===== src/rtl/ualign_pkg.sv =====
package ualign_pkg;

    typedef enum logic [1:0] {
        LANE_ZERO  = 2'b00,
        LANE_LOWER = 2'b01,
        LANE_UPPER = 2'b10
    } lane_sel_e;

    typedef enum logic {
        PH_IDLE  = 1'b0,
        PH_AWAIT = 1'b1
    } phase_e;

    typedef struct packed {
        logic      ld_hi;
        logic      ld_lo;
        lane_sel_e sel_hi;
        lane_sel_e sel_lo;
        logic      more;
        logic      finish;
    } step_t;

    localparam step_t STEP_NONE = '{ld_hi: 1'b0, ld_lo: 1'b0, sel_hi: LANE_ZERO,
                                    sel_lo: LANE_ZERO, more: 1'b0, finish: 1'b0};

    function automatic step_t plan_step(input logic is_word, input logic odd,
                                        input logic follow_up);
        step_t s;
        s = STEP_NONE;
        if (is_word) begin
            if (!odd) begin
                s.ld_hi  = 1'b1;
                s.ld_lo  = 1'b1;
                s.sel_hi = LANE_UPPER;
                s.sel_lo = LANE_LOWER;
                s.finish = 1'b1;
            end else if (!follow_up) begin
                s.ld_lo  = 1'b1;
                s.more   = 1'b1;
            end else begin
                s.ld_hi  = 1'b1;
                s.sel_hi = LANE_LOWER;
                s.sel_lo = LANE_UPPER;
                s.finish = 1'b1;
            end
        end else begin
            s.finish = 1'b1;
            if (!odd) begin
                s.ld_hi  = 1'b1;
                s.sel_lo = LANE_UPPER;
            end else begin
                s.ld_lo  = 1'b1;
                s.sel_lo = LANE_LOWER;
            end
        end
        return s;
    endfunction

endpackage


===== src/rtl/ualign_decode.sv =====
module ualign_decode
    import ualign_pkg::*;
(
    input  logic   start_i,
    input  logic   is_word_i,
    input  logic   odd_i,
    input  logic   follow_up_i,
    output step_t  step_o
);
    always_comb begin
        if (start_i) step_o = plan_step(is_word_i, odd_i, follow_up_i);
        else         step_o = STEP_NONE;
    end
endmodule


===== src/rtl/ualign_lane_reg.sv =====
module ualign_lane_reg #(
    parameter int W = 8
) (
    input  logic         clk,
    input  logic         rst,
    input  logic         ld_i,
    input  logic [W-1:0] d_i,
    output logic [W-1:0] q_o
);
    always_ff @(posedge clk) begin
        if (rst)       q_o <= '0;
        else if (ld_i) q_o <= d_i;
    end
endmodule


===== src/rtl/ualign_lane_mux.sv =====
module ualign_lane_mux
    import ualign_pkg::*;
#(
    parameter int W = 8
) (
    input  lane_sel_e    sel_i,
    input  logic [W-1:0] upper_i,
    input  logic [W-1:0] lower_i,
    output logic [W-1:0] y_o
);
    always_comb begin
        case (sel_i)
            LANE_UPPER: y_o = upper_i;
            LANE_LOWER: y_o = lower_i;
            default:    y_o = '0;
        endcase
    end
endmodule


===== src/rtl/ualign_fetch_ctrl.sv =====
module ualign_fetch_ctrl
    import ualign_pkg::*;
#(
    parameter  int BYTE_W = 8,
    localparam int WORD_W = 2 * BYTE_W
) (
    input  logic              clk,
    input  logic              rst,
    input  logic              start_i,
    input  logic              size_word_i,
    input  logic              addr_lsb_i,
    input  logic              second_i,
    input  logic [WORD_W-1:0] mem_word_i,
    output logic              load_hi_o,
    output logic              load_lo_o,
    output logic [1:0]        sel_hi_o,
    output logic [1:0]        sel_lo_o,
    output logic              need_more_o,
    output logic              done_o,
    output logic [WORD_W-1:0] data_o
);
    localparam int LANES = 2;

    phase_e    phase_q;
    step_t     step;
    lane_sel_e sel_q [LANES];
    logic      ld    [LANES];
    logic [BYTE_W-1:0] held [LANES];
    logic [BYTE_W-1:0] muxed [LANES];
    logic      follow_up;

    // The follow-up flag only counts while a first half is outstanding.
    assign follow_up = second_i && (phase_q == PH_AWAIT);

    ualign_decode u_decode (
        .start_i     (start_i),
        .is_word_i   (size_word_i),
        .odd_i       (addr_lsb_i),
        .follow_up_i (follow_up),
        .step_o      (step)
    );

    assign ld[0] = step.ld_lo;
    assign ld[1] = step.ld_hi;

    // Lane 0 = lower byte of the memory word, lane 1 = upper byte.
    for (genvar g = 0; g < LANES; g++) begin : g_lane
        ualign_lane_reg #(.W(BYTE_W)) u_reg (
            .clk  (clk),
            .rst  (rst),
            .ld_i (ld[g]),
            .d_i  (mem_word_i[g*BYTE_W +: BYTE_W]),
            .q_o  (held[g])
        );
        ualign_lane_mux #(.W(BYTE_W)) u_mux (
            .sel_i   (sel_q[g]),
            .upper_i (held[1]),
            .lower_i (held[0]),
            .y_o     (muxed[g])
        );
        assign data_o[g*BYTE_W +: BYTE_W] = muxed[g];
    end

    always_ff @(posedge clk) begin
        if (rst) begin
            phase_q  <= PH_IDLE;
            sel_q[0] <= LANE_ZERO;
            sel_q[1] <= LANE_ZERO;
            done_o   <= 1'b0;
        end else begin
            done_o <= step.finish;
            if (start_i) begin
                phase_q  <= step.more ? PH_AWAIT : PH_IDLE;
                sel_q[0] <= step.sel_lo;
                sel_q[1] <= step.sel_hi;
            end
        end
    end

    assign load_hi_o   = step.ld_hi;
    assign load_lo_o   = step.ld_lo;
    assign need_more_o = step.more;
    assign sel_hi_o    = sel_q[1];
    assign sel_lo_o    = sel_q[0];

endmodule


===== config.mk =====
export PLATFORM = sky130hd
export DESIGN_NAME = ualign_fetch_ctrl
export DESIGN_NICKNAME = d
export VERILOG_FILES = /design/src/rtl/ualign_pkg.sv /design/src/rtl/ualign_decode.sv /design/src/rtl/ualign_lane_reg.sv /design/src/rtl/ualign_lane_mux.sv /design/src/rtl/ualign_fetch_ctrl.sv
export SDC_FILE = /design/constraint.sdc
export NUM_CORES = 1
export LEC_CHECK = 0
export ABC_AREA = 1
export ABC_CLOCK_PERIOD_IN_PS = 2450
export BUFFER_PORTS_ARGS = -buffer_cell sky130_fd_sc_hd__buf_2
export CAP_MARGIN = 10
export CORE_ASPECT_RATIO = 0.8
export CORE_UTILIZATION = 25
export CTS_CLUSTER_DIAMETER = 60
export DETAILED_ROUTE_END_ITERATION = 8
export PLACE_DENSITY = 0.45
export SLEW_MARGIN = 20
export SYNTH_ARGS = -nofsm -noshare
export SYNTH_HDL_FRONTEND = slang
export SYNTH_HIERARCHICAL = 1
export SYNTH_SLANG_ARGS = --single-unit

===== constraint.sdc =====
create_clock -name clk -period 2.45 [get_ports clk]
set_input_delay 0.1225 -clock clk [delete_from_list [all_inputs] [get_ports clk]]
set_output_delay 0.1225 -clock clk [all_outputs]
set_load 0.1 [all_outputs]

==> results of run 1 <==
[path summary, 6_finish.rpt]
check,slack (ps),from,endpoint,cells past startpoint
setup / recovery,410,sel_q[0][2],data_o[10],4
hold / removal,100,rst,done_o,2
setup reg to reg,1210,phase_q,g_lane[0].u_reg/q_o[6],9
hold reg to reg,450,phase_q,phase_q,2
[layout by cell type, fill, tap and decap left out]
| master | count |
|---|---|
| nand3_1 | 1 |
| buf_4 | 2 |
| a21oi_1 | 1 |
| ha_1 | 5 |
| a21oi_4 | 10 |
| nand2_2 | 3 |
| nand2_1 | 71 |
| nor3_2 | 1 |
| buf_2 | 45 |
| nor2_1 | 39 |
| edfxtp_1 | 4 |
| a21oi_2 | 7 |
| inv_2 | 1 |
| nor3_1 | 1 |
| clkbuf_1 | 1 |
| dfxtp_1 | 18 |
| clkbuf_8 | 3 |
| nor2_2 | 4 |
| inv_1 | 33 |
[worst max-delay path: cells and delay by family, from the launching register on]
family	cells	cell delay, ps
buffers and inverters	2	500
adder cells (fa/ha/maj)	1	530
flip-flops	1	400
AO/OA/AOI/OAI	1	210
[synth_stat cells]
cell	instances
buf_6	4
nand2_2	3
nor2_2	4
a21oi_1	18
dfxtp_1	18
clkbuf_1	2
inv_1	33
nor2_1	39
nor3_1	2
ha_1	5
nand2_1	71
clkbuf_2	4
edfxtp_1	4
nand3_1	1
inv_2	1
[flip-flops by register name (all words and copies together) (netlist names)]
signal / flops
done_o: 1
g_lane.u_reg/q_o: 16
sel_q: 4
phase_q: 1
[cell families (layout without fill, tap and decap cells)]
kind of cell,after synthesis,count (layout),share of synthesized area [%]
and+or+nand+nor,120,120,36.1
buffers and inverters,44,85,15.3
DFF,22,22,36.8
AOI/OAI and AO/OA,18,18,6.90
adders and majority gates,5,5,4.79
[power by group]
part	internal, uW	total, uW	switching, uW
sequential	392	410	17.8
combinational	63.9	268	204
clock	116	235	119
total	572	913	341
[stage by stage]
stage                     setup slack (ps)  instances
after CTS                              394        312
after floorplan                       -258        209
after global placement                 705        308
final                                  405        312
after global routing                   306        312
after detailed placement               699        308
[per-layer routing]
layer	share of wire, %	up-vias	global-route usage [%]
li1	-	695	-
met1	50	557	17.6
met2	43	31	19.0
met3	6.1	5	4.38
met4	0.93	0	3.88
met5	0	-	0
[final cells by class]
| class | instances | share of cell area, % |
|---|---|---|
| inverters | 34 | 7.34 |
| flip-flops and latches | 22 | 27.6 |
| multi-input cells | 143 | 44.2 |
| well taps | 62 | 4.46 |
| clock buffers | 4 | 2.59 |
| repair buffers | 47 | 13.8 |
==> flow_summary.json, run 1 <==
{
  "syn_area_per_cell_um2": 6.24,
  "yosys.area.top_type_share_pct": 27.6,
  "fin_setup_tns_ps": 0,
  "period_minus_slack_ps": 2040,
  "routed_wl_mm": 3.23,
  "final_antenna_net_count": 0,
  "cts_resized": 0,
  "cts-htree-levels": 1,
  "crit_path_start_kind": "register",
  "grt_pass1_vias": 1070,
  "dp_hpwl_mm": 2.54,
  "ys_seq_area_share_pct": 36.8,
  "stdcell_area_um2": 1740,
  "clock-sinks": 22,
  "clk_pin_slew_ps": 80,
  "clock_latency_ps": 260,
  "postCtsHoldBufs": 0,
  "ios": 46,
  "slew_headroom_pct": 58.5,
  "clockBufferDepth": 2,
  "ir_drop_uv": 220,
  "n_antenna_cell": 0,
  "status": "completed",
  "drive_gt1_share_pct": 30.4,
  "fillers": 599,
  "end_kind": "output port",
  "post-route-util_pct": 34.7,
  "slew_viol_final": 0,
  "p_leak_uw": 0.000851,
  "drt-pass1-iter-count": 4,
  "vias_per_cell": 4.13,
  "final-setup-viol-count": 0,
  "fin_crit_sh_pct": 83.5,
  "total_power_uw": 913,
  "pwr_density_cell_nw_per_um2": 525,
  "slowest_stage": "ha_1",
  "wl_per_cell_um": 10.4,
  "die_area_um2": 5510,
  "crit_required_ps": 2330,
  "die_h_um": 66.6,
  "initial_core_util_pct": 26.1,
  "drv_cap": 0,
  "first_iter_violations": 48,
  "antenna_found_initial": 0,
  "synth_area_um2": 1310,
  "hold_viol": 0,
  "syn_nets": 236,
  "crit_type": "reg -> out",
  "hp-class": "in -> reg",
  "worst_clock_skew_ps": 6.26,
  "slowest_delay_ps": 530,
  "arrival_ps": 1920,
  "final-seq-area_um2": 480,
  "grt_pass1_wl_mm": 5.15,
  "route.detailed.drc": 0,
  "holdWs_ps": 101,
  "cts_buffers": 3,
  "cts_tree": "built",
  "vias": 1288,
  "grt_max_degree": 18,
  "yosys.area.top_type": "dfxtp_1",
  "critPathMaxFanout": 8,
  "worstMarginPinSlew_ps": 622,
  "core.rowCount": 23,
  "synth_area_leaders": "dfxtp_1, nand2_1, nor2_1",
  "nets": 278,
  "synthToLayoutAreaGrowth_pct": 33.3,
  "fmax_ghz": 0.489,
  "overflow": 0,
  "die_x_um": 82.8,
  "synth_seq_cells": 22,
  "yosysUniqueCellTypes": 15,
  "cts_setup_buffers": 0,
  "cts_root_buffer": "clkbuf_8",
  "multi_input_area_um2": 768,
  "yosysWarnings": 6,
  "syn_inst": 209,
  "core-area_um2": 5010,
  "grt_use_total_pct": 12.9,
  "crit_chain": "inv_1 -> ha_1 -> a21oi_4 -> buf_2",
  "gp_congestion": 0.722,
  "dpl_cell_area_um2": 1690,
  "portBuffers": 45,
  "rsz0062_at_grt": "false"
}
(Power assumes the default switching activity.)
==> run 2, diff against run 1 <==
ABC_AREA = 0   (was 1)
ABC_CLOCK_PERIOD_IN_PS = 2100   (was 2450)
clock period = 2.1 ns   (was 2.45 ns; I/O delays follow)
==> run 2 against run 1 <==
- die area shrank 2.1%
- highest routed layer unchanged
- first-iteration DRC count grew 2.1%
- critical endpoint is now data_o[15]
- critical path type unchanged
- worst hold slack lost 22 ps
==> flow_summary.json, run 2 <==
{
  "status": "completed",
  "cp_top_family": "buffers and inverters",
  "initial_core_util_pct": 27.0,
  "worst_clock_skew_ps": 1.88,
  "slowest_delay_ps": 450,
  "slew_headroom_pct": 66.6,
  "rr_startpoint": "phase_q",
  "postCtsHoldBufs": 0,
  "syn_inst": 129,
  "synthTopCellsByCount": "nor2_1, dfxtp_1, mux2i_1, a22oi_2",
  "synth_area_leaders": "dfxtp_1, a22oi_2, mux2i_1",
  "clk_pin_slew_ps": 80,
  "dp_hpwl_mm": 2.47,
  "fin_ws_ps": 95.9,
  "first_iter_violations": 49,
  "routed_wl_mm": 3.10,
  "grt-busiest-layer": "met2",
  "p_leak_uw": 0.000699,
  "crit_path_start_kind": "register",
  "worstMarginPinSlew_ps": 505,
  "rsz0062_at_grt": "false",
  "period_minus_slack_ps": 2000,
  "die_h_um": 65.9,
  "portBuffers": 45,
  "cts-htree-levels": 1,
  "yosysUniqueCellTypes": 19,
  "die_x_um": 81.9,
  "route.detailed.drc": 0,
  "hp-class": "in -> reg",
  "crit_required_ps": 2000,
  "clock-sinks": 22,
  "core.rowCount": 22,
  "cts_buffers": 3,
  "min_to": "g_lane[1].u_reg/q_o[2]",
  "largest_register_ffs": 16,
  "fillers": 503,
  "grt_use_met1_pct": 16.0,
  "end_kind": "output port",
  "yosysMostFrequentCell": "nor2_1",
  "yosys.area.top_type": "dfxtp_1",
  "overflow": 0,
  "synth_seq_cells": 22,
  "ys_seq_area_share_pct": 37.6,
  "async_flop_share_pct": 0,
  "mostFrequentLayoutCell": "buf_2",
  "cts_root_buffer": "clkbuf_8",
  "clock_latency_ps": 260,
  "hold_viol": 0,
  "drv_cap": 0,
  "fin_crit_sh_pct": 95.4,
  "final-setup-viol-count": 0,
  "synthToLayoutAreaGrowth_pct": 26.9,
  "grt_use_total_pct": 12.5,
  "antenna_found_initial": 0,
  "die_area_um2": 5400,
  "hold-path-cell-count": 3,
  "nets": 198,
  "reg2reg_slack_ps": 660,
  "final_antenna_net_count": 0,
  "syn_nets": 156,
  "ir_drop_uv": 249,
  "use_met2_pct": 20.5,
  "synth_area_um2": 1280,
  "regMostFlops": "g_lane.u_reg/q_o",
  "clockBufferDepth": 2,
  "yosys.area.top_type_share_pct": 28.2,
  "grt_pass1_vias": 1025,
  "vias": 1004,
  "synthFlopType": "dfxtp_1",
  "pwr_density_cell_nw_per_um2": 643,
  "critPathMaxFanout": 8,
  "slowest_stage": "buf_2",
  "hold_start": "mem_word_i[10]",
  "holdWs_ps": 79.5,
  "fmax_ghz": 0.499,
  "crit_type": "reg -> out",
  "met3_usage_pct": 3.86,
  "grt_pass1_wl_mm": 4.97,
  "arrival_ps": 1900,
  "crit_chain": "inv_1 -> ha_1 -> a22oi_2 -> nor2_1 -> buf_2",
  "yosysWarnings": 6,
  "wl_per_cell_um": 13.5,
  "cts_tree": "built",
  "top_regs": "g_lane.u_reg/q_o: 16 flops, sel_q: 4 flops",
  "syn_area_per_cell_um2": 9.90,
  "core-area_um2": 4730,
  "crit_buf_inv": 2,
  "rr_worst_depth": 6,
  "ios": 46,
  "r2r_end": "g_lane[0].u_reg/q_o[6]",
  "n_antenna_cell": 0,
  "vias_per_cell": 4.37,
  "slew_viol_final": 0,
  "drive_gt1_share_pct": 44.1,
  "synth_edf_count": 4,
  "preCtsSetupSlack_ps": 374,
  "gp_congestion": 0.796,
  "drt-pass1-iter-count": 4,
  "grt_max_degree": 21,
  "final_cell_mix": "buf_2, nor2_1, dfxtp_1, mux2i_1, a22oi_2"
}
[run 2: changes by cell type in the layout (fill, tap and decap cells not counted), moves of 7 or more]
cell | previous run | this run
a21oi_2 | 7 | 0
a21oi_4 | 10 | 0
a22oi_2 | 0 | 16
inv_1 | 33 | 5
mux2i_1 | 0 | 17
nand2_1 | 71 | 3
[run 2: worst max-delay path by stage]
| stage | start | endpoint | slack [ps] | depth (start not counted) |
|---|---|---|---|---|
| after global routing | sel_q[0][1] | data_o[7] | 0.6 | 5 |
| after CTS | sel_q[0][3] | data_o[11] | 70 | 5 |
| after floorplan | sel_q[0][2] | data_o[11] | -790 | 4 |
| after detailed placement | sel_q[0][3] | data_o[11] | 370 | 5 |
| final | sel_q[0][3] | data_o[15] | 100 | 5 |
| after global placement | sel_q[0][1] | data_o[0] | 410 | 5 |
[run 2: kinds of logic (layout without fill, tap and decap cells)]
group / count (synthesis) / count (layout) / synth area share (%)
AND/OR/NAND/NOR: 51 / 51 / 18.8
flip-flops: 22 / 22 / 37.6
AO/OA/AOI/OAI: 19 / 19 / 17.4
multiplexers: 17 / 17 / 13.3
buffers and inverters: 15 / 56 / 7.93
adder cells (fa/ha/maj): 5 / 5 / 4.90
[run 2: stage by stage]
stage / total power [uW] / util [%] / std cells / TNS [ps] / cell area [um^2]
final: 1040 / 34.2 / 230 / 0 / 1620
after global routing: 1110 / 34.2 / 230 / 0 / 1620
after CTS: 1070 / 34.1 / 230 / 0 / 1620
after detailed placement: 754 / 33.0 / 226 / 0 / 1560
after global placement: 750 / 33.0 / 226 / 0 / 1560
after floorplan: 697 / - / 129 / -11130 / 1320
[run 2: timing repair]
item | CTS | global route
setup buffers | 0 | 0
resized for setup | 0 | 2
endpoints found under the setup margin | 0 | 2
[run 2: worst min-delay path, stage by stage]
cell     delay [ps]
buf_2            70
mux2i_1          50
nor2_1           70
[run 2: area by class of cell]
cell class	instances	area, um^2	share of cell area [%]
Multi-Input combinational cell	92	732	45.1
Sequential cell	22	480	29.6
Tap cell	60	75.1	4.63
Inverter	5	18.8	1.16
Clock buffer	4	55.1	3.40
Timing Repair Buffer	47	260	16.0
[run 2: metal layers]
metal  wire length [um]  vias to the layer above
li1                   -                      517
met1               1500                      458
met2               1400                       27
met3                177                        2
met4                 12                        0
met5                  0                        -
[run 2: power breakdown]
| group | switching [uW] | leakage, uW | internal, uW |
|---|---|---|---|
| registers | 24.5 | 0.000192 | 452 |
| clock network | 133 | 0.0000288 | 167 |
| logic | 187 | 0.000479 | 78.8 |
| total | 345 | 0.000699 | 698 |
==> run 3, diff against run 2 <==
MAX_ROUTING_LAYER = met4   (was not set)
==> run 3 against run 2 <==
- design area unchanged
- register-to-register slack hardly changed
- die area is the same
- count of clock-buffer cells in the layout unchanged
- largest power group unchanged
- worst hold slack hardly changed
- total power is the same
- via count stayed put
==> flow_summary.json, run 3 (synthesis gave the netlist of run 2 again) <==
{
  "crit_path_start_kind": "register",
  "cts_resized": 0,
  "mostFrequentLayoutCell": "buf_2",
  "final_cell_mix": "buf_2, nor2_1, dfxtp_1, mux2i_1, a22oi_2",
  "gp_congestion": 0.808,
  "core.rowCount": 22,
  "arrival_ps": 1900,
  "clock-sinks": 22,
  "route.detailed.drc": 0,
  "drive_gt1_share_pct": 44.1,
  "p_leak_uw": 0.000699,
  "post-route-util_pct": 34.2,
  "worstMarginPinSlew_ps": 505,
  "pwr_density_cell_nw_per_um2": 643,
  "final_antenna_net_count": 0,
  "slew_viol_final": 0,
  "fin_crit_sh_pct": 95.4,
  "first_iter_violations": 49,
  "final-setup-viol-count": 0,
  "regMostFlops": "g_lane.u_reg/q_o",
  "grt_max_degree": 21,
  "largest_register_ffs": 16,
  "hold_viol": 0,
  "wl_per_cell_um": 13.5,
  "drt-pass1-iter-count": 4,
  "crit_required_ps": 2000,
  "die_h_um": 65.9,
  "top_regs": "g_lane.u_reg/q_o: 16 flops, sel_q: 4 flops",
  "drv_cap": 0,
  "vias_per_cell": 4.37,
  "dp_hpwl_mm": 2.47,
  "cts_tree": "built",
  "clockBufferDepth": 2,
  "antenna_found_initial": 0,
  "status": "completed",
  "core-area_um2": 4730,
  "hp-class": "in -> reg",
  "worst_clock_skew_ps": 1.88,
  "ios": 46,
  "clock_latency_ps": 260,
  "initial_core_util_pct": 27.0,
  "grt_pass1_vias": 1026,
  "final_cells": 230,
  "routed_wl_mm": 3.10,
  "portBuffers": 45,
  "vias": 1004,
  "dp_cells": 226,
  "nets": 198,
  "end_kind": "output port",
  "slew_headroom_pct": 66.6,
  "critPathMaxFanout": 8,
  "cts_setup_buffers": 0,
  "grt_use_total_pct": 12.8,
  "n_antenna_cell": 0,
  "ir_drop_uv": 249,
  "period_minus_slack_ps": 2000,
  "cts_root_buffer": "clkbuf_8",
  "die_x_um": 81.9,
  "grt_pass1_wl_mm": 4.97,
  "postCtsHoldBufs": 0,
  "die_area_um2": 5400,
  "crit_type": "reg -> out",
  "cts-htree-levels": 1,
  "cts_buffers": 3,
  "synthToLayoutAreaGrowth_pct": 26.9,
  "fin_setup_tns_ps": 0,
  "clk_pin_slew_ps": 80,
  "overflow": 0,
  "rsz0062_at_grt": "false",
  "fmax_ghz": 0.499
}
[run 3: cell counts in the layout (fill, tap and decap cells not counted)]
No cell type changed its count.
[run 3: through the flow]
| step | worst slack [ps] | area (um^2) | hold WS (ps) | power [uW] |
|---|---|---|---|---|
| final | 95.9 | 1620 | 79.5 | 1040 |
| after global routing | 0.608 | 1620 | 77.8 | 1110 |
| after CTS | 67.3 | 1620 | 67.1 | 1070 |
| after detailed placement | 374 | 1560 | 346 | 754 |
| after global placement | 412 | 1560 | 340 | 750 |
| after floorplan | -795 | 1320 | 177 | 697 |
[run 3: final timing paths]
path	startpoint	cells after the start	slack, ps	endpoint
hold / removal	mem_word_i[10]	3	80	g_lane[1].u_reg/q_o[2]
setup reg to reg	phase_q	6	660	g_lane[0].u_reg/q_o[6]
setup / recovery	sel_q[0][3]	5	100	data_o[15]
hold reg to reg	phase_q	2	500	phase_q
[run 3: worst max-delay path, cell delays in order (launching register included)]
cell	delay, ps
edfxtp_1	420
inv_1	80
ha_1	410
a22oi_2	130
nor2_1	150
buf_2	450
[run 3: report_power, final]
group | internal (uW) | leakage [uW] | total [uW] | switching [uW]
clock network | 167 | 0.0000288 | 300 | 133
registers | 452 | 0.000192 | 477 | 24.5
logic | 78.8 | 0.000479 | 266 | 187
total | 698 | 0.000699 | 1040 | 345
[run 3: layout make-up]
cell class	count	area, um^2
tap	60	75.1
clock buffer	4	55.1
sequential	22	480
multi-input combinational	92	732
inverter	5	18.8
fill	503	3110
timing repair buffer	47	260
[run 3: per-layer routing]
layer / up-vias / part of all wire, % / track usage [%]
met2: 27 / 45 / 20.5
met4: 0 / 0.39 / 2.63
met1: 458 / 49 / 16.1
li1: 517 / - / -
met3: 2 / 5.5 / 3.72
met5: - / 0 / -
